==> config.mk <==
export PLATFORM = sky130hd
export DESIGN_NAME = rtc_timekeeper
export DESIGN_NICKNAME = d
export VERILOG_FILES = /design/src/rtl/rtc_pkg.sv /design/src/rtl/rtc_update_seq.sv /design/src/rtl/rtc_time_store.sv /design/src/rtl/rtc_host_port.sv /design/src/rtl/rtc_timekeeper.sv
export SDC_FILE = /design/constraint.sdc
export NUM_CORES = 1
export LEC_CHECK = 0
export BUFFER_PORTS_ARGS = -buffer_cell sky130_fd_sc_hd__buf_4
export CAP_MARGIN = 20
export CELL_PAD_IN_SITES_DETAIL_PLACEMENT = 0
export CELL_PAD_IN_SITES_GLOBAL_PLACEMENT = 2
export CORE_UTILIZATION = 40
export DETAILED_ROUTE_END_ITERATION = 12
export PLACE_DENSITY = 0.85
export SYNTH_ARGS = -nofsm -noshare
export SYNTH_HDL_FRONTEND = slang
export SYNTH_SLANG_ARGS = --single-unit
==> constraint.sdc <==
create_clock -name clk -period 13.3 [get_ports clk]
set_clock_uncertainty 0.1 [all_clocks]
set_input_delay 2.66 -clock clk [delete_from_list [all_inputs] [get_ports clk]]
set_output_delay 2.66 -clock clk [all_outputs]
set_load 0.01 [all_outputs]
==> src/rtl/rtc_pkg.sv <==
package rtc_pkg;

  localparam int ADDR_W = 4;
  localparam int DATA_W = 8;

  localparam logic [ADDR_W-1:0] A_SEC  = 4'd0;
  localparam logic [ADDR_W-1:0] A_MIN  = 4'd2;
  localparam logic [ADDR_W-1:0] A_HR   = 4'd4;
  localparam logic [ADDR_W-1:0] A_DOW  = 4'd6;
  localparam logic [ADDR_W-1:0] A_DOM  = 4'd7;
  localparam logic [ADDR_W-1:0] A_MON  = 4'd8;
  localparam logic [ADDR_W-1:0] A_YR   = 4'd9;
  localparam logic [ADDR_W-1:0] A_STAT = 4'd10;
  localparam logic [ADDR_W-1:0] A_CTRL = 4'd11;
  localparam logic [ADDR_W-1:0] A_VLD  = 4'd13;

  localparam int CB_HOLD = 7;
  localparam int CB_BIN  = 2;
  localparam int CB_H24  = 1;
  localparam logic [DATA_W-1:0] CTRL_RST = 8'h02;

  typedef enum logic [2:0] {
    F_SEC, F_MIN, F_HR, F_DOW, F_DOM, F_MON, F_YR
  } field_e;

  typedef struct packed {
    logic [6:0] yr;
    logic [3:0] mon;
    logic [4:0] dom;
    logic [2:0] dow;
    logic [4:0] hr;
    logic [5:0] mn;
    logic [5:0] sec;
  } rtc_time_t;

  localparam rtc_time_t TIME_RST = '{yr: 7'd0, mon: 4'd1, dom: 5'd1, dow: 3'd1,
                                     hr: 5'd0, mn: 6'd0, sec: 6'd0};

  function automatic logic is_leap(input logic [6:0] yr);
    return (yr[1:0] == 2'b00);
  endfunction

  function automatic logic [4:0] month_len(input logic [3:0] mon, input logic [6:0] yr);
    logic [4:0] len;
    case (mon)
      4'd2: len = is_leap(yr) ? 5'd29 : 5'd28;
      4'd4, 4'd6, 4'd9, 4'd11: len = 5'd30;
      default: len = 5'd31;
    endcase
    return len;
  endfunction

  function automatic logic [7:0] to_bcd(input logic [6:0] v);
    logic [6:0] tens;
    logic [6:0] ones;
    tens = v / 7'd10;
    ones = v - tens * 7'd10;
    return {tens[3:0], ones[3:0]};
  endfunction

  function automatic logic [6:0] from_bcd(input logic [7:0] d);
    return {3'b000, d[7:4]} * 7'd10 + {3'b000, d[3:0]};
  endfunction

  function automatic logic [7:0] enc_field(input logic [6:0] v, input logic bin);
    return bin ? {1'b0, v} : to_bcd(v);
  endfunction

  function automatic logic [6:0] dec_field(input logic [7:0] d, input logic bin);
    return bin ? d[6:0] : from_bcd(d);
  endfunction

  function automatic logic [7:0] enc_hour(input logic [4:0] hr, input logic bin,
                                          input logic h24);
    logic [4:0] h12;
    logic [7:0] r;
    if (h24) begin
      r = enc_field({2'b00, hr}, bin);
    end else begin
      if (hr == 5'd0)       h12 = 5'd12;
      else if (hr > 5'd12)  h12 = hr - 5'd12;
      else                  h12 = hr;
      r = enc_field({2'b00, h12}, bin);
      r[7] = (hr >= 5'd12);
    end
    return r;
  endfunction

  function automatic logic [4:0] dec_hour(input logic [7:0] d, input logic bin,
                                          input logic h24);
    logic [6:0] v;
    logic [6:0] base;
    if (h24) begin
      v = dec_field(d, bin);
      base = v;
    end else begin
      v = dec_field({1'b0, d[6:0]}, bin);
      base = (v == 7'd12) ? 7'd0 : v;
      if (d[7]) base = base + 7'd12;
    end
    return base[4:0];
  endfunction

  function automatic rtc_time_t next_time(input rtc_time_t t);
    rtc_time_t n;
    n = t;
    if (t.sec < 6'd59) n.sec = t.sec + 6'd1;
    else begin
      n.sec = 6'd0;
      if (t.mn < 6'd59) n.mn = t.mn + 6'd1;
      else begin
        n.mn = 6'd0;
        if (t.hr < 5'd23) n.hr = t.hr + 5'd1;
        else begin
          n.hr  = 5'd0;
          n.dow = (t.dow >= 3'd7) ? 3'd1 : t.dow + 3'd1;
          if (t.dom < month_len(t.mon, t.yr)) n.dom = t.dom + 5'd1;
          else begin
            n.dom = 5'd1;
            if (t.mon < 4'd12) n.mon = t.mon + 4'd1;
            else begin
              n.mon = 4'd1;
              n.yr  = (t.yr >= 7'd99) ? 7'd0 : t.yr + 7'd1;
            end
          end
        end
      end
    end
    return n;
  endfunction

endpackage

==> src/rtl/rtc_update_seq.sv <==
module rtc_update_seq #(
  parameter int LEAD_STROBES = 2,
  parameter int TAIL_STROBES = 3
) (
  input  logic clk,
  input  logic rst_n,
  input  logic sec_tick,
  input  logic win_strobe,
  input  logic hold,
  output logic busy,
  output logic commit,
  output logic done
);
  localparam int MAXS = (LEAD_STROBES > TAIL_STROBES) ? LEAD_STROBES : TAIL_STROBES;
  localparam int CW   = $clog2(MAXS + 1);
  localparam logic [CW-1:0] LEAD_LAST = CW'(LEAD_STROBES - 1);
  localparam logic [CW-1:0] TAIL_LAST = CW'(TAIL_STROBES - 1);

  typedef enum logic [1:0] {S_IDLE, S_LEAD, S_COMMIT, S_TAIL} st_e;

  st_e           st_q, st_d;
  logic [CW-1:0] cnt_q, cnt_d;
  logic          done_q;

  always_comb begin
    st_d  = st_q;
    cnt_d = cnt_q;
    case (st_q)
      S_IDLE: begin
        if (sec_tick && !hold) begin
          st_d  = S_LEAD;
          cnt_d = '0;
        end
      end
      S_LEAD: begin
        if (win_strobe) begin
          if (cnt_q == LEAD_LAST) st_d = S_COMMIT;
          else cnt_d = cnt_q + 1'b1;
        end
      end
      S_COMMIT: begin
        st_d  = S_TAIL;
        cnt_d = '0;
      end
      default: begin
        if (win_strobe) begin
          if (cnt_q == TAIL_LAST) st_d = S_IDLE;
          else cnt_d = cnt_q + 1'b1;
        end
      end
    endcase
  end

  always_ff @(posedge clk or negedge rst_n) begin
    if (!rst_n) begin
      st_q   <= S_IDLE;
      cnt_q  <= '0;
      done_q <= 1'b0;
    end else begin
      st_q   <= st_d;
      cnt_q  <= cnt_d;
      done_q <= (st_q == S_COMMIT);
    end
  end

  assign busy   = (st_q != S_IDLE);
  assign commit = (st_q == S_COMMIT);
  assign done   = done_q;

endmodule

==> src/rtl/rtc_time_store.sv <==
module rtc_time_store
  import rtc_pkg::*;
(
  input  logic       clk,
  input  logic       rst_n,
  input  logic       commit,
  input  logic       wr_en,
  input  field_e     wr_field,
  input  logic [6:0] wr_val,
  output rtc_time_t  time_q
);
  rtc_time_t t_q;
  rtc_time_t t_inc;

  assign t_inc = next_time(t_q);

  always_ff @(posedge clk or negedge rst_n) begin
    if (!rst_n) begin
      t_q <= TIME_RST;
    end else if (commit) begin
      t_q <= t_inc;
    end else if (wr_en) begin
      case (wr_field)
        F_SEC:   t_q.sec <= wr_val[5:0];
        F_MIN:   t_q.mn  <= wr_val[5:0];
        F_HR:    t_q.hr  <= wr_val[4:0];
        F_DOW:   t_q.dow <= wr_val[2:0];
        F_DOM:   t_q.dom <= wr_val[4:0];
        F_MON:   t_q.mon <= wr_val[3:0];
        default: t_q.yr  <= wr_val;
      endcase
    end
  end

  assign time_q = t_q;

endmodule

==> src/rtl/rtc_host_port.sv <==
module rtc_host_port
  import rtc_pkg::*;
(
  input  logic              clk,
  input  logic              rst_n,
  input  logic              bus_we,
  input  logic [ADDR_W-1:0] bus_addr,
  input  logic [DATA_W-1:0] bus_wdata,
  output logic [DATA_W-1:0] bus_rdata,
  input  logic              busy,
  input  rtc_time_t         time_q,
  output logic              hold,
  output logic              time_wr,
  output field_e            wr_field,
  output logic [6:0]        wr_val
);
  logic [DATA_W-1:0] ctrl_q;
  logic              m_bin, m_h24;
  logic              is_time;

  assign hold  = ctrl_q[CB_HOLD];
  assign m_bin = ctrl_q[CB_BIN];
  assign m_h24 = ctrl_q[CB_H24];

  always_ff @(posedge clk or negedge rst_n) begin
    if (!rst_n)                          ctrl_q <= CTRL_RST;
    else if (bus_we && bus_addr == A_CTRL) ctrl_q <= bus_wdata;
  end

  always_comb begin
    is_time  = 1'b1;
    wr_field = F_SEC;
    wr_val   = dec_field(bus_wdata, m_bin);
    case (bus_addr)
      A_SEC: wr_field = F_SEC;
      A_MIN: wr_field = F_MIN;
      A_HR: begin
        wr_field = F_HR;
        wr_val   = {2'b00, dec_hour(bus_wdata, m_bin, m_h24)};
      end
      A_DOW: wr_field = F_DOW;
      A_DOM: wr_field = F_DOM;
      A_MON: wr_field = F_MON;
      A_YR:  wr_field = F_YR;
      default: is_time = 1'b0;
    endcase
  end

  assign time_wr = bus_we && is_time && !busy;

  always_comb begin
    case (bus_addr)
      A_SEC:   bus_rdata = enc_field({1'b0, time_q.sec}, m_bin);
      A_MIN:   bus_rdata = enc_field({1'b0, time_q.mn}, m_bin);
      A_HR:    bus_rdata = enc_hour(time_q.hr, m_bin, m_h24);
      A_DOW:   bus_rdata = enc_field({4'b0, time_q.dow}, m_bin);
      A_DOM:   bus_rdata = enc_field({2'b0, time_q.dom}, m_bin);
      A_MON:   bus_rdata = enc_field({3'b0, time_q.mon}, m_bin);
      A_YR:    bus_rdata = enc_field(time_q.yr, m_bin);
      A_STAT:  bus_rdata = {busy, 7'b0};
      A_CTRL:  bus_rdata = ctrl_q;
      A_VLD:   bus_rdata = 8'h80;
      default: bus_rdata = '0;
    endcase
  end

endmodule

==> src/rtl/rtc_timekeeper.sv <==
module rtc_timekeeper #(
  parameter int LEAD_STROBES = 2,
  parameter int TAIL_STROBES = 3
) (
  input  logic       clk,
  input  logic       rst_n,
  input  logic       sec_tick,
  input  logic       win_strobe,
  input  logic       bus_we,
  input  logic [3:0] bus_addr,
  input  logic [7:0] bus_wdata,
  output logic [7:0] bus_rdata,
  output logic       upd_done
);
  import rtc_pkg::*;

  logic       set_hold;
  logic       upd_busy;
  logic       upd_commit;
  logic       time_wr;
  field_e     wr_field;
  logic [6:0] wr_val;
  rtc_time_t  time_q;

  rtc_update_seq #(
    .LEAD_STROBES(LEAD_STROBES),
    .TAIL_STROBES(TAIL_STROBES)
  ) u_seq (
    .clk       (clk),
    .rst_n     (rst_n),
    .sec_tick  (sec_tick),
    .win_strobe(win_strobe),
    .hold      (set_hold),
    .busy      (upd_busy),
    .commit    (upd_commit),
    .done      (upd_done)
  );

  rtc_time_store u_store (
    .clk     (clk),
    .rst_n   (rst_n),
    .commit  (upd_commit),
    .wr_en   (time_wr),
    .wr_field(wr_field),
    .wr_val  (wr_val),
    .time_q  (time_q)
  );

  rtc_host_port u_port (
    .clk      (clk),
    .rst_n    (rst_n),
    .bus_we   (bus_we),
    .bus_addr (bus_addr),
    .bus_wdata(bus_wdata),
    .bus_rdata(bus_rdata),
    .busy     (upd_busy),
    .time_q   (time_q),
    .hold     (set_hold),
    .time_wr  (time_wr),
    .wr_field (wr_field),
    .wr_val   (wr_val)
  );

endmodule

* Yosys cells after proc, flatten, opt, wreduce, memory -nomap -nowiden *
Cells that the tools add are included.

storage, ports and cells
  input bits = 17
  logic and storage cells = 186
  register bits = 49
  output and inout bits = 9

cells by class
  add/subtract/negate cells = 20
  div/mod/pow operators = 8
  order comparisons = 9
  eq/ne operators = 35
  multipliers = 10
  mux-type cells = 60
  reduce and logical (&&, ||, !) cells = 33

operator list
  cell                   number
  $pmux W8 S10           1
  $mux W36               2
  $mux W5                14
  $mux W8                8
  $mul A7 B3 Y3 const B  8
  $mux W7                7
  $mux W30               1
  $eq A4 B4 Y1 const B   7
  $sub A4 B4 Y4          7
  $mux W24               1
  $mux W6                4
  $div A5 B4 Y7 const B  3
  $eq A4 B3 Y1 const B   5
  $mux W2                10
  $reduce_and A5 Y1      4
  $mux W19               1
  $pmux W3 S6            1
  $reduce_bool A2 Y1     8
  $add A7 B4 Y7          2
  $div A6 B4 Y7 const B  2
  $ne A2 B2 Y1 const B   7
  $add A6 B1 Y6 const B  2
  $lt A6 B6 Y1 const B   2
  $pmux W2 S3            2
  other kinds (50)       66

* Longest topological paths before layout *
  depth after elaboration = 12
  gate-level depth with buffers = 19

* Modules after synthesis *
Synthesis repeated with hierarchy kept, for this count alone.

second synthesis, totals
  cell total of the unflattened synthesis = 710
  area total of the unflattened synthesis = 5,725.5 um^2

by module, submodules not included
  module          instances  sequential area each (um^2)  area an instance (um^2)  cells an instance
  rtc_host_port   1          201.4                        3,006.6                  415
  rtc_time_store  1          904.6                        2,371.0                  261
  rtc_update_seq  1          125.1                        347.8                    34

* Worst setup path after synthesis *
No wires, ideal clock.

  path type = input to output
  start = in bus_addr[2]
  end = out bus_rdata[3]
  setup slack = 6,173 ps
  arrival time = 4,367 ps
  cell stages on the path = 8
  path through = buf_2 nor4b_2 a32oi_1 nor2_1 a2111oi_0 o221ai_1 nor4_1 or4b_1

on the way
  longest elaborated chain between the ends = 2
  elaborated cells on any way between the ends = 11

ends and longest elaborated chain
  what                                        RTL line              RTL
  start, declared                             rtc_timekeeper.sv:10  input logic [3:0] bus_addr,
  $eq A4 B4 Y1, or another cell as far along  rtc_host_port.sv:52   case (bus_addr)
  $pmux W8 S10 *                              rtc_host_port.sv:52
  end, declared                               rtc_timekeeper.sv:12  output logic [7:0] bus_rdata,

Mark *: on every way between the ends. The rest lies on a longest branch, timed or not.

* Worst setup path in the final report *
  start = reg u_store.t_q, in the netlist u_store.time_q[35]
  end = out bus_rdata[3]

on the way
  longest elaborated chain between the ends = 5

ends and longest elaborated chain
  what                    RTL line              RTL
  start, declared         rtc_time_store.sv:12  rtc_time_t t_q;
  start signal, assigned  rtc_time_store.sv:21  t_q <= t_inc;
  $div A7 B4 Y7           rtc_pkg.sv:56         tens = v / 7'd10;
  $mul A7 B3 Y3           rtc_pkg.sv:57         ones = v - tens * 7'd10;
  $sub A4 B4 Y4           rtc_pkg.sv:57
  $mux W8                 rtc_pkg.sv:66         return bin ? {1'b0, v} : to_bcd(v);
  $pmux W8 S10            rtc_host_port.sv:52

No other way between the ends.

==> summary.txt <==
Status -> finished clean
Share of the synthesized area in the top cell type -> 19.4%
Fin Setup TNS -> 0 ns
Top post-synthesis cells by area -> dfrtp_1 (19%), ha_1 (14%), a21oi_1 (4.7%)
CP top delay family -> simple AND/OR/NAND/NOR gates
Mean Syn Cell Area -> 7.87 um^2
Pleak -> 2.72 nW
Final hold viol count -> 0
Crit path cell chain -> nor2b_1, nand2_1, o31ai_1, nor3_1, ha_1, or3b_1, o21ai_0, a21oi_1, a2111oi_2, inv_1, ha_1, fa_1, o21a_1, or3_1, mux2i_1, mux2i_1, or4b_1, buf_4
Final design utilization -> 44.7%
Slowest CP cell -> dfrtp_1
Total grt overflow -> 0
Critical path launch point -> u_store.time_q[35]
Post-Place Cells -> 908
Yosys top cell by area -> dfrtp_1
Count leader, synth -> ha_1
Synth Flop Type -> dfrtp_1
Vias in the first global route -> 5350
Post-Syn Area -> 0.00581 mm^2
Synth Register Bits -> 49
Postcts setup bufs -> 0
Hold-fix buffers, CTS -> 0
CP Capture Point -> bus_rdata[3]
Fin cells -> 917
Filler Cell Count -> 1436
Worst hold path type -> reg2reg
Post-synth EDFFs -> 0
Critical Path End Type -> output port
Pwr Total -> 1.53 mW
Overall Global Routing Usage -> 26.6%
Wire length per cell -> 20.9 um
Routability congestion estimate -> 0.936
Core area -> 0.0140 mm^2
Startpoint types -> register
DRT Wirelength -> 19100 um
DPL Wire Length -> 14500 um
Fin. max-slew vios -> 0
# DRC -> 0
Worst-Skew Late Latency -> 0.31 ns
Max Clk Rate -> 0.126 GHz
RSZ-0062 raised after global routing -> no
TritonCTS clock tree -> built
Die area -> 0.0150 mm^2
Height of the die -> 122 um
Post_cts resized -> 0
Crit share post-route -> 59.5%
Drt pass-1 iters -> 5
Worst vdd ir -> 0.149 mV
Synth cell types -> 78
Layout net count -> 823
Syn nets -> 826
Clk buf depth -> 2
Die Width -> 122 um
Syn. warnings -> 0
Post-synth top cells -> ha_1 (63), nand2_1 (57), nor2_1 (57)
H-tree Lvls -> 2
Area growth from synthesis to final layout -> 8.04%
P per Cell Area -> 244 mW/mm^2
CP peak stage delay -> 0.56 ns
Clock buffer count from CTS -> 5
Reg2reg start -> u_port.ctrl_q[2]
Initial core utilization -> 41.4%
R2R cell count -> 11
R2R Setup Slk -> 9.58 ns
1st-iter DRT viols -> 615
Vias per cell -> 6.24
Ports -> 26
Final min period -> 7.91 ns
Buf/Inv on CP -> 2
Clock Tree Root -> clkbuf_16
MaxCap Viol Count -> 0
Layout cell share with drive strength beyond 1 -> 8.97%
Std cell rows -> 43
Initial antenna violation count -> 0
Sequential area share after synthesis -> 21.2%
Slew @ Worst Pin -> 1.07 ns
Max_slew headroom -> 26.4%
Arr. time, crit path -> 5.15 ns
Sink Count -> 49
Reg2Reg Capture Point -> u_store.time_q[4]
Pin count of the biggest net entering global routing -> 50
First-pass GRT wire length -> 30100 um
Async SR Flop Fraction -> 100%
Critical path type -> reg2out
Endpoints failing setup -> 0
CP Depth -> 18
Post-route ant nets -> 0
Clock transition at path regs -> 0.07 ns
Synth Instances -> 738
Vias -> 5719
Critical Path RT -> 10.54 ns
CP max FO -> 11
Buffers on Ports -> 25
-- per-layer routing --
metal  global-route usage [%]  vias up  part of all wire [%]
met5                        0        -                     0
met4                     11.1        0                   3.6
met3                     5.39       40                   6.4
met2                     40.6      186                    45
met1                     36.3     2774                    45
li1                         -     2719                     -
-- power breakdown --
| part | internal, mW | leakage (nW) | switching, mW |
|---|---|---|---|
| sequential | 0.216 | 0.581 | 0.148 |
| clock | 0.109 | 0.0944 | 0.0645 |
| combinational | 0.391 | 2.05 | 0.602 |
-- logic make-up after synthesis --
kind of cell	count (synthesis)	synth area share, %
AOI/OAI and AO/OA	254	29.3
and+or+nand+nor	237	21.0
buffers and inverters	95	6.59
adders and majority gates	72	16.5
DFF	49	21.2
muxes	25	4.57
xor gates and xnor gates	6	0.905
-- cells in the final DEF, fill, tap and decap left out, types with 5 or more instances in the layout --
| cell type | instances |
|---|---|
| fa_1 | 8 |
| a31oi_1 | 15 |
| nor2_1 | 57 |
| inv_1 | 56 |
| or3_1 | 6 |
| nand3_1 | 16 |
| a21o_1 | 11 |
| o21a_1 | 6 |
| clkbuf_16 | 5 |
| o21ai_1 | 16 |
| mux2i_1 | 13 |
| nor2b_1 | 10 |
| mux2_2 | 12 |
| a32oi_1 | 6 |
| nor3_1 | 23 |
| and3_1 | 11 |
| o21ai_0 | 51 |
| buf_4 | 29 |
| nand2b_1 | 13 |
| o22ai_1 | 12 |
| ha_1 | 63 |
| dfrtp_1 | 45 |
| nor4_1 | 6 |
| a211oi_1 | 12 |
| o211ai_1 | 16 |
| a21oi_1 | 55 |
| nand2_1 | 57 |
-- how the worst min path moves through the flow --
stage,start,end,slack (ns),cells after the start
global route,u_port.ctrl_q[0],u_port.ctrl_q[0],0.44,1
finish,u_seq.cnt_q[1],u_seq.cnt_q[1],0.42,2
CTS,u_seq.cnt_q[1],u_seq.cnt_q[1],0.42,2
floorplan,u_seq.cnt_q[1],u_seq.cnt_q[1],0.37,2
detailed placement,u_seq.cnt_q[1],u_seq.cnt_q[1],0.41,2
global placement,u_seq.cnt_q[1],u_seq.cnt_q[1],0.39,2
-- per-stage QoR --
step	setup WS, ns	area (um^2)	hold slack [ns]
after global placement	5.71	6080	0.391
final	5.39	6270	0.417
after detailed placement	5.67	6080	0.407
after floorplan	6.17	5810	0.374
after CTS	5.38	6270	0.425
after global routing	5.10	6270	0.444
-- flip-flops by register name, indices dropped and copies added, names as in the netlist --
name / cells
u_seq.done: 1
u_seq.st_q: 2
u_port.ctrl_q: 8
u_seq.cnt_q: 2
u_store.time_q: 36
-- final cells by class --
cell class / count / area [um^2] / area share [%]
Tap cell: 180 / 225 / 3.59
Inverter: 56 / 210 / 3.35
Antenna cell: 1 / 2.50 / 0.0399
Clock buffer: 5 / 125 / 1.99
Timing Repair Buffer: 29 / 218 / 3.47
Multi-Input combinational cell: 594 / 4190 / 66.8
Sequential cell: 49 / 1230 / 19.6
Clock inverter: 3 / 68.8 / 1.10
-- tightest hold or removal path: stages (launching register included) --
cell and delay, ns:
dfrtp_1 0.37, nand2_1 0.06, o31ai_1 0.06
(Power assumes the default switching activity.)
